`config.mk`:
```
export PLATFORM = sky130hd
export DESIGN_NAME = vertical_sharpen
export DESIGN_NICKNAME = d
export VERILOG_FILES = /design/src/rtl/lap_pkg.sv /design/src/rtl/lap_diff_stage.sv /design/src/rtl/lap_scale_stage.sv /design/src/rtl/lap_clamp_stage.sv /design/src/rtl/vertical_sharpen.sv
export SDC_FILE = /design/constraint.sdc
export NUM_CORES = 1
export LEC_CHECK = 0
export BUFFER_PORTS_ARGS = -buffer_cell sky130_fd_sc_hd__buf_2
export CORE_ASPECT_RATIO = 1.25
export CORE_MARGIN = 2
export CORE_UTILIZATION = 42
export CTS_BUF_LIST = sky130_fd_sc_hd__clkbuf_8
export DETAILED_ROUTE_END_ITERATION = 6
export HOLD_SLACK_MARGIN = 0.06
export MAX_ROUTING_LAYER = met4
export PLACE_DENSITY_LB_ADDON = 0.05
export SYNTH_ARGS = -nofsm -noshare
export SYNTH_HDL_FRONTEND = slang
export SYNTH_SLANG_ARGS = --single-unit
```
`constraint.sdc`:
```
create_clock -name clk -period 4.8 [get_ports clk]
set_input_delay 0.48 -clock clk [delete_from_list [all_inputs] [get_ports clk]]
set_output_delay 0.48 -clock clk [all_outputs]
set_load 0.005 [all_outputs]
```
`src/rtl/lap_pkg.sv`:
```
package lap_pkg;
    localparam int unsigned PIX_W_DEF  = 8;
    localparam int unsigned K_W_DEF    = 4;
    localparam int unsigned K_FRAC_DEF = 2;
    localparam int unsigned STAGES     = 3;

    typedef enum logic {
        STG_HOLD = 1'b0,
        STG_LOAD = 1'b1
    } stage_act_e;
endpackage

```
`src/rtl/lap_diff_stage.sv`:
```
module lap_diff_stage
    import lap_pkg::*;
#(
    parameter int unsigned PIX_W = PIX_W_DEF,
    parameter int unsigned K_W   = K_W_DEF,
    localparam int unsigned DW   = PIX_W + 2
) (
    input  logic                 clk,
    input  logic                 rst_n,
    input  logic                 v_in,
    input  logic [PIX_W-1:0]     above,
    input  logic [PIX_W-1:0]     centre,
    input  logic [PIX_W-1:0]     below,
    input  logic [K_W-1:0]       k_in,
    output logic                 v_q,
    output logic [PIX_W-1:0]     centre_q,
    output logic [K_W-1:0]       k_q,
    output logic signed [DW-1:0] diff_q
);
    stage_act_e      act;
    logic [DW-1:0]   pair_sum;
    logic [DW-1:0]   twice_c;
    logic [DW-1:0]   diff_u;

    always_comb begin
        act      = v_in ? STG_LOAD : STG_HOLD;
        pair_sum = {2'b00, above} + {2'b00, below};
        twice_c  = {1'b0, centre, 1'b0};
        diff_u   = twice_c - pair_sum;
    end

    always_ff @(posedge clk) begin
        if (!rst_n) begin
            v_q      <= 1'b0;
            centre_q <= '0;
            k_q      <= '0;
            diff_q   <= '0;
        end else begin
            v_q <= v_in;
            unique case (act)
                STG_LOAD: begin
                    centre_q <= centre;
                    k_q      <= k_in;
                    diff_q   <= $signed(diff_u);
                end
                STG_HOLD: ;
            endcase
        end
    end

    logic live_q;
    always_ff @(posedge clk) live_q <= rst_n;

    p_valid_step_r1: assert property (@(posedge clk) disable iff (!rst_n)
        live_q |-> (v_q == $past(v_in)));
    p_idle_hold_r8: assert property (@(posedge clk) disable iff (!rst_n)
        live_q && !v_in |=> ($stable(diff_q) && $stable(k_q) && $stable(centre_q)));
    p_flat_zero_r3: assert property (@(posedge clk) disable iff (!rst_n)
        v_in && (above == centre) && (below == centre) |=> (diff_q == 0));
endmodule

```
`src/rtl/lap_scale_stage.sv`:
```
module lap_scale_stage
    import lap_pkg::*;
#(
    parameter int unsigned PIX_W = PIX_W_DEF,
    parameter int unsigned K_W   = K_W_DEF,
    localparam int unsigned DW   = PIX_W + 2,
    localparam int unsigned PW   = DW + K_W
) (
    input  logic                 clk,
    input  logic                 rst_n,
    input  logic                 v_in,
    input  logic [PIX_W-1:0]     centre_in,
    input  logic [K_W-1:0]       k_in,
    input  logic signed [DW-1:0] diff_in,
    output logic                 v_q,
    output logic [PIX_W-1:0]     centre_q,
    output logic signed [PW-1:0] prod_q
);
    stage_act_e         act;
    logic signed [PW-1:0] diff_ext;
    logic signed [PW-1:0] k_ext;
    logic signed [PW-1:0] prod_c;

    always_comb begin
        act      = v_in ? STG_LOAD : STG_HOLD;
        diff_ext = {{K_W{diff_in[DW-1]}}, diff_in};
        k_ext    = {{DW{1'b0}}, k_in};
        prod_c   = diff_ext * k_ext;
    end

    always_ff @(posedge clk) begin
        if (!rst_n) begin
            v_q      <= 1'b0;
            centre_q <= '0;
            prod_q   <= '0;
        end else begin
            v_q <= v_in;
            unique case (act)
                STG_LOAD: begin
                    centre_q <= centre_in;
                    prod_q   <= prod_c;
                end
                STG_HOLD: ;
            endcase
        end
    end

    logic live_q;
    always_ff @(posedge clk) live_q <= rst_n;

    p_valid_step_r1: assert property (@(posedge clk) disable iff (!rst_n)
        live_q |-> (v_q == $past(v_in)));
    p_zero_coef_r4: assert property (@(posedge clk) disable iff (!rst_n)
        v_in && (k_in == '0) |=> (prod_q == 0));
    p_sign_follow_r9: assert property (@(posedge clk) disable iff (!rst_n)
        v_in && (k_in != '0) && (diff_in < 0) |=> (prod_q < 0));
endmodule

```
`src/rtl/lap_clamp_stage.sv`:
```
module lap_clamp_stage
    import lap_pkg::*;
#(
    parameter int unsigned PIX_W  = PIX_W_DEF,
    parameter int unsigned K_W    = K_W_DEF,
    parameter int unsigned K_FRAC = K_FRAC_DEF,
    localparam int unsigned PW    = PIX_W + 2 + K_W,
    localparam int unsigned SW    = PW + 1
) (
    input  logic                 clk,
    input  logic                 rst_n,
    input  logic                 v_in,
    input  logic [PIX_W-1:0]     centre_in,
    input  logic signed [PW-1:0] prod_in,
    output logic                 v_q,
    output logic [PIX_W-1:0]     pix_q
);
    localparam logic signed [SW-1:0] PIX_MAX = SW'((1 << PIX_W) - 1);

    stage_act_e           act;
    logic signed [PW-1:0] corr;
    logic signed [SW-1:0] total;
    logic [PIX_W-1:0]     sat;

    always_comb begin
        act   = v_in ? STG_LOAD : STG_HOLD;
        corr  = prod_in >>> K_FRAC;
        total = $signed({{(SW-PIX_W){1'b0}}, centre_in}) + $signed({corr[PW-1], corr});
        if (total < 0)
            sat = '0;
        else if (total > PIX_MAX)
            sat = '1;
        else
            sat = total[PIX_W-1:0];
    end

    always_ff @(posedge clk) begin
        if (!rst_n) begin
            v_q   <= 1'b0;
            pix_q <= '0;
        end else begin
            v_q <= v_in;
            unique case (act)
                STG_LOAD: pix_q <= sat;
                STG_HOLD: ;
            endcase
        end
    end

    logic live_q;
    always_ff @(posedge clk) live_q <= rst_n;

    p_valid_step_r1: assert property (@(posedge clk) disable iff (!rst_n)
        live_q |-> (v_q == $past(v_in)));
    p_out_hold_r8: assert property (@(posedge clk) disable iff (!rst_n)
        live_q && !v_in |=> $stable(pix_q));
    p_no_drop_r6: assert property (@(posedge clk) disable iff (!rst_n)
        v_in && (prod_in > 0) |=> (pix_q >= $past(centre_in)));
    p_no_rise_r7: assert property (@(posedge clk) disable iff (!rst_n)
        v_in && (prod_in < 0) |=> (pix_q <= $past(centre_in)));
endmodule

```
`src/rtl/vertical_sharpen.sv`:
```
module vertical_sharpen
    import lap_pkg::*;
#(
    parameter int unsigned PIX_W  = PIX_W_DEF,
    parameter int unsigned K_W    = K_W_DEF,
    parameter int unsigned K_FRAC = K_FRAC_DEF
) (
    input  logic             clk,
    input  logic             rst_n,
    input  logic             in_valid,
    input  logic [PIX_W-1:0] pix_prev2,
    input  logic [PIX_W-1:0] pix_prev1,
    input  logic [PIX_W-1:0] pix_curr,
    input  logic [K_W-1:0]   coef_k,
    output logic             out_valid,
    output logic [PIX_W-1:0] pix_out
);
    localparam int unsigned DW = PIX_W + 2;
    localparam int unsigned PW = DW + K_W;

    logic                 s1_v, s2_v;
    logic [PIX_W-1:0]     s1_c, s2_c;
    logic [K_W-1:0]       s1_k;
    logic signed [DW-1:0] s1_diff;
    logic signed [PW-1:0] s2_prod;

    lap_diff_stage #(.PIX_W(PIX_W), .K_W(K_W)) u_diff (
        .clk(clk), .rst_n(rst_n), .v_in(in_valid),
        .above(pix_prev2), .centre(pix_prev1), .below(pix_curr), .k_in(coef_k),
        .v_q(s1_v), .centre_q(s1_c), .k_q(s1_k), .diff_q(s1_diff)
    );

    lap_scale_stage #(.PIX_W(PIX_W), .K_W(K_W)) u_scale (
        .clk(clk), .rst_n(rst_n), .v_in(s1_v),
        .centre_in(s1_c), .k_in(s1_k), .diff_in(s1_diff),
        .v_q(s2_v), .centre_q(s2_c), .prod_q(s2_prod)
    );

    lap_clamp_stage #(.PIX_W(PIX_W), .K_W(K_W), .K_FRAC(K_FRAC)) u_clamp (
        .clk(clk), .rst_n(rst_n), .v_in(s2_v),
        .centre_in(s2_c), .prod_in(s2_prod),
        .v_q(out_valid), .pix_q(pix_out)
    );

    p_reset_quiet_r2: assert property (@(posedge clk)
        !rst_n |=> (!out_valid && (pix_out == '0)));
endmodule

```
# After elaboration in Yosys (flattened, before gate mapping)
# Index checks and enable logic that the tools add are counted.
[word_totals]
reg_bits = 55
out_inout_bits = 9
[op_classes]
n_addsub = 3
mul = 1
magnitude_cmp = 2
n_mux = 5
[op_table]
columns = ["op", "n"]
rows = [
  ["2-to-1 mux 8 bit", 2],
  ["multiplier 10 x 5 -> 14 bit", 1],
  ["adder 9 x 12 -> 13 bit", 1],
  ["greater-than comparator 13 x 9 -> 1 bit, second input constant", 1],
  ["less-than comparator 13 x 1 -> 1 bit, second input constant", 1],
  ["subtractor 9 x 10 -> 10 bit", 1],
  ["adder 8 x 8 -> 9 bit", 1],
  ["2-to-1 mux 1 bit", 3],
]

# Depth between registers and ports, before layout
[logic_depth]
ltp_word = 4
ltp_mapped = 14

# Modules after synthesis
# From an unflattened synthesis, not the netlist that was laid out.
[unflattened]
cells_unflattened = 496
hier_area_um2 = 4439.3
[modules_own_cells]
columns = ["module", "instances", "cells_each", "area_each_um2", "seq_area_each_um2"]
rows = [
  ["lap_scale_stage", 1, 251, 2234.6, 460.4],
  ["lap_diff_stage", 1, 154, 1415.1, 460.4],
  ["lap_clamp_stage", 1, 91, 789.5, 180.2],
]

# Least setup slack after synthesis
# No wires, ideal clock.
[synth_path]
kind = "reg2reg"
startpoint = "register u_diff.k_q[2]"
endpoint = "register u_scale.prod_q[13]"
setup_time_ns = 0.086
arrival_ns = 3.402
required_time_ns = 4.714
path_slack_ns = 1.312
path_stages_with_launch = 15
synth_period_minus_slack_ns = 3.488
path_cell_list = "dfxtp_1 clkbuf_1 and2_1 ha_1 fa_1 inv_1 fa_1 inv_1 ha_1 a2111oi_0 o21ai_0 a31oi_1 o21bai_1 xnor2_1 a211oi_1"
[synth_between]
elab_chain_cells = 1
[synth_lines]
columns = ["element", "line", "rtl"]
rows = [
  ["start, declared", "lap_diff_stage.sv:17", "output logic [K_W-1:0] k_q,"],
  ["start signal, assigned", "lap_diff_stage.sv:43", "k_q <= k_in;"],
  ["multiplier 10 x 5 -> 14 bit", "lap_scale_stage.sv:28", "prod_c = diff_ext * k_ext;"],
  ["end signal, assigned", "lap_scale_stage.sv:41", "prod_q <= prod_c;"],
  ["end, declared", "lap_scale_stage.sv:17", "output logic signed [PW-1:0] prod_q"],
]
# No other way between the ends.
# A chain may end at the register's enable or synchronous reset.

# Worst setup path in the final report
[layout_path]
startpoint = "register u_diff.k_q[3]"
endpoint = "register u_scale.prod_q[12]"
# The elaborated chain is that of the path after synthesis.

==> metrics.yaml <==
status: "finished clean"
grt_pass1_wl_microns: 15100
cts_setup_buffers: 0
leakage_nw: 2.21
post-route-period-util_pct: 76.8
viasPerCell: 5.12
clock_path_buffers: 2
skew_ns: 0.00996
peakVddDrop_mv: 0.130
core_sq_um: 10100
gr-total-overflow: 0
crit_arrival_ns: 3.86
timing.slew.headroom_pct: 23.3
reg2reg_from: "u_diff.k_q[3]"
ff_latch_area_sq_um: 1060
ys_seq_elements: 53
whs_path_depth: 3
drtIter0Drc: 98
yosysTopAreaCell: "dfxtp_1"
tightest_slew_ns: 1.15
cts_hold_buf: 0
synth_area_sq_um: 4330
yosys_warnings: 0
setup_violations: 0
path_class: "flip-flop to flip-flop"
grt_usage_pct: 17.6
multi_input_area_sq_um: 3010
syn_inst: 496
cap_violations: 0
reg2reg_to: "u_scale.prod_q[12]"
final_area_sq_um: 4730
final_common_cell: "dfxtp_1"
min_period_ns: 3.69
cts_max_level: 2
synthTopCellsByArea: "dfxtp_1 25%, ha_1 14%, fa_1 11%, mux2i_1 6.9%, inv_1 4.5%"
fin_util_pct: 47.1
portBuffers: 39
syn2layout_area_growth_pct: 9.36
final_nets: 630
synth-async-reset-ratio_pct: 0
synth_area_per_cell_sq_um: 8.73
ff2ff_path_depth: 13
syn_nets: 598
hold_violations: 0
synth-edff-count: 0
fmax_mhz: 271
antenna_found_initial: 0
yosysSeqAreaShare_pct: 24.5
antennaDiodeCount: 0
dr_total_vias: 3370
ys.flop_type: "dfxtp_1"
grt_pass1_vias: 3209
cts_sinks: 53
netlist.area_leader.share_pct: 24.5
die-width_microns: 94.8
fp.dieH_microns: 118
hold_class: "input port to flip-flop"
start_util_pct: 43.1
cp-start-kind: "flip-flop"
ys_types: 56
place_hpwl_microns: 7480
clk_pin_slew_worst_paths_ns: 0.10
cellPowerDensity_nw_per_um2: 234
rows: 41
drive_gt1_share_pct: 11.3
cts_tree: "done"
rsz0062_at_grt: "false"
ant_nets: 0
avgRoutedWirePerCell_microns: 14.1
ctsResizeCount: 0
ctsRootBufferMaster: "clkbuf_8"
n_fill_cell: 1045
cp.required_ns: 4.98
mostFrequentLayoutCells: "53 x dfxtp_1, 52 x inv_1, 52 x nor2_1, 48 x ha_1, 39 x buf_2"
holdCritStartpoint: "coef_k[1]"
placed_area_sq_um: 4630
fin_tns_setup_ns: 0
die_area_sq_um: 11100
grt_max_degree: 45
cts_buffers: 5
slew_violations: 0
critPathCaptureType: "flip-flop"
routed_wl_microns: 9260
gp_congestion: 0.853
r2r_slack_ns: 1.11
hold_end: "u_diff.k_q[1]"
worst-path-max-fanout: 11
ioPinCount: 40
insertion_delay_ns: 0.32
route.detailed.drc: 0
drt_first_pass_iters: 4
==> how the worst max path moves through the flow <==
stage / start / to / slack (ns) / cells after the start
5_1_grt: u_diff.k_q[3] / u_scale.prod_q[12] / 0.86 / 13
3_3_place_gp: u_diff.k_q[2] / u_scale.prod_q[13] / 1.19 / 13
2_1_floorplan: u_diff.k_q[2] / u_scale.prod_q[13] / 1.31 / 14
4_1_cts: u_diff.k_q[2] / u_scale.prod_q[12] / 1.09 / 13
3_5_place_dp: u_diff.k_q[3] / u_scale.prod_q[12] / 1.10 / 13
6_report: u_diff.k_q[3] / u_scale.prod_q[12] / 1.11 / 13
==> layout make-up <==
cell class	instances	share of cell area (%)
Multi-Input combinational cell	375	63.6
Tap cell	129	3.41
Timing Repair Buffer	40	4.28
Inverter	53	4.20
Clock buffer	6	1.74
Sequential cell	53	22.4
Clock inverter	2	0.370
==> worst max-delay path, cell delays in order, from the launching register on <==
cell and delay, ns:
dfxtp_1 0.40, and2_1 0.18, ha_1 0.27, inv_1 0.05, fa_1 0.51, fa_1 0.54, inv_1 0.04, ha_1 0.36
a211oi_1 0.25, o21bai_1 0.13, a221oi_1 0.39, o21ai_0 0.18, xnor2_1 0.15, o22ai_1 0.08
==> report_power, final <==
part / switching [mW] / leakage (nW) / internal (mW)
clock: 0.162 / 0.0518 / 0.120
combinational: 0.173 / 1.72 / 0.146
sequential: 0.0378 / 0.433 / 0.468
total: 0.373 / 2.21 / 0.734
==> through the flow <==
step,instances,power [mW],worst slack [ns],hold WS [ns]
final,658,1.11,1.11,0.399
after global routing,658,1.18,0.857,0.407
after CTS,658,1.13,1.09,0.392
after detailed placement,650,0.838,1.10,0.488
after global placement,650,0.834,1.19,0.478
after floorplan,496,0.751,1.31,0.458
==> synth_stat cells, types with 4 or more instances <==
| master | n |
|---|---|
| dfxtp_1 | 53 |
| inv_1 | 52 |
| nor2_1 | 52 |
| ha_1 | 48 |
| a21oi_1 | 33 |
| mux2i_1 | 30 |
| and2_1 | 28 |
| fa_1 | 23 |
| nand2_1 | 21 |
| xnor2_1 | 18 |
| o21ai_0 | 15 |
| clkbuf_1 | 12 |
| nor2b_1 | 9 |
| a211oi_1 | 8 |
| xor2_1 | 8 |
| a21o_1 | 6 |
| nand3_1 | 6 |
| o21bai_1 | 6 |
| nand2b_1 | 5 |
| nor3_1 | 5 |
| o21ai_1 | 4 |
| or3_1 | 4 |
==> cell families (layout without fill, tap and decap cells) <==
kind of cell	Yosys count	in the layout	share of synthesized area, %
XOR/XNOR	26	26	5.26
AO/OA/AOI/OAI	104	104	16.1
AND/OR/NAND/NOR	144	144	16.7
multiplexers	30	30	6.94
flip-flops	53	53	24.5
adder cells (fa/ha/maj)	71	71	24.5
buffers and inverters	68	101	5.95
==> flip-flops by register name, indices dropped and copies added, names as in the netlist <==
register and count:
u_scale.v_q 1, u_scale.centre_q 8, u_diff.centre_q 8, u_clamp.v_q 1, u_clamp.pix_q 8, u_scale.prod_q 12
u_diff.v_q 1, u_diff.k_q 4, u_diff.diff_q 10
==> metal layers <==
layer / vias up / share of wire (%) / GRT usage [%] / wire length (microns)
met5: - / 0 / - / 0
li1: 1745 / - / - / -
met1: 1567 / 44 / 21.4 / 4120
met4: 0 / 1.7 / 5.53 / 157
met2: 48 / 52 / 30.1 / 4770
met3: 10 / 2.2 / 2.30 / 208
No activity file was read; power rests on OpenSTA's default activity.
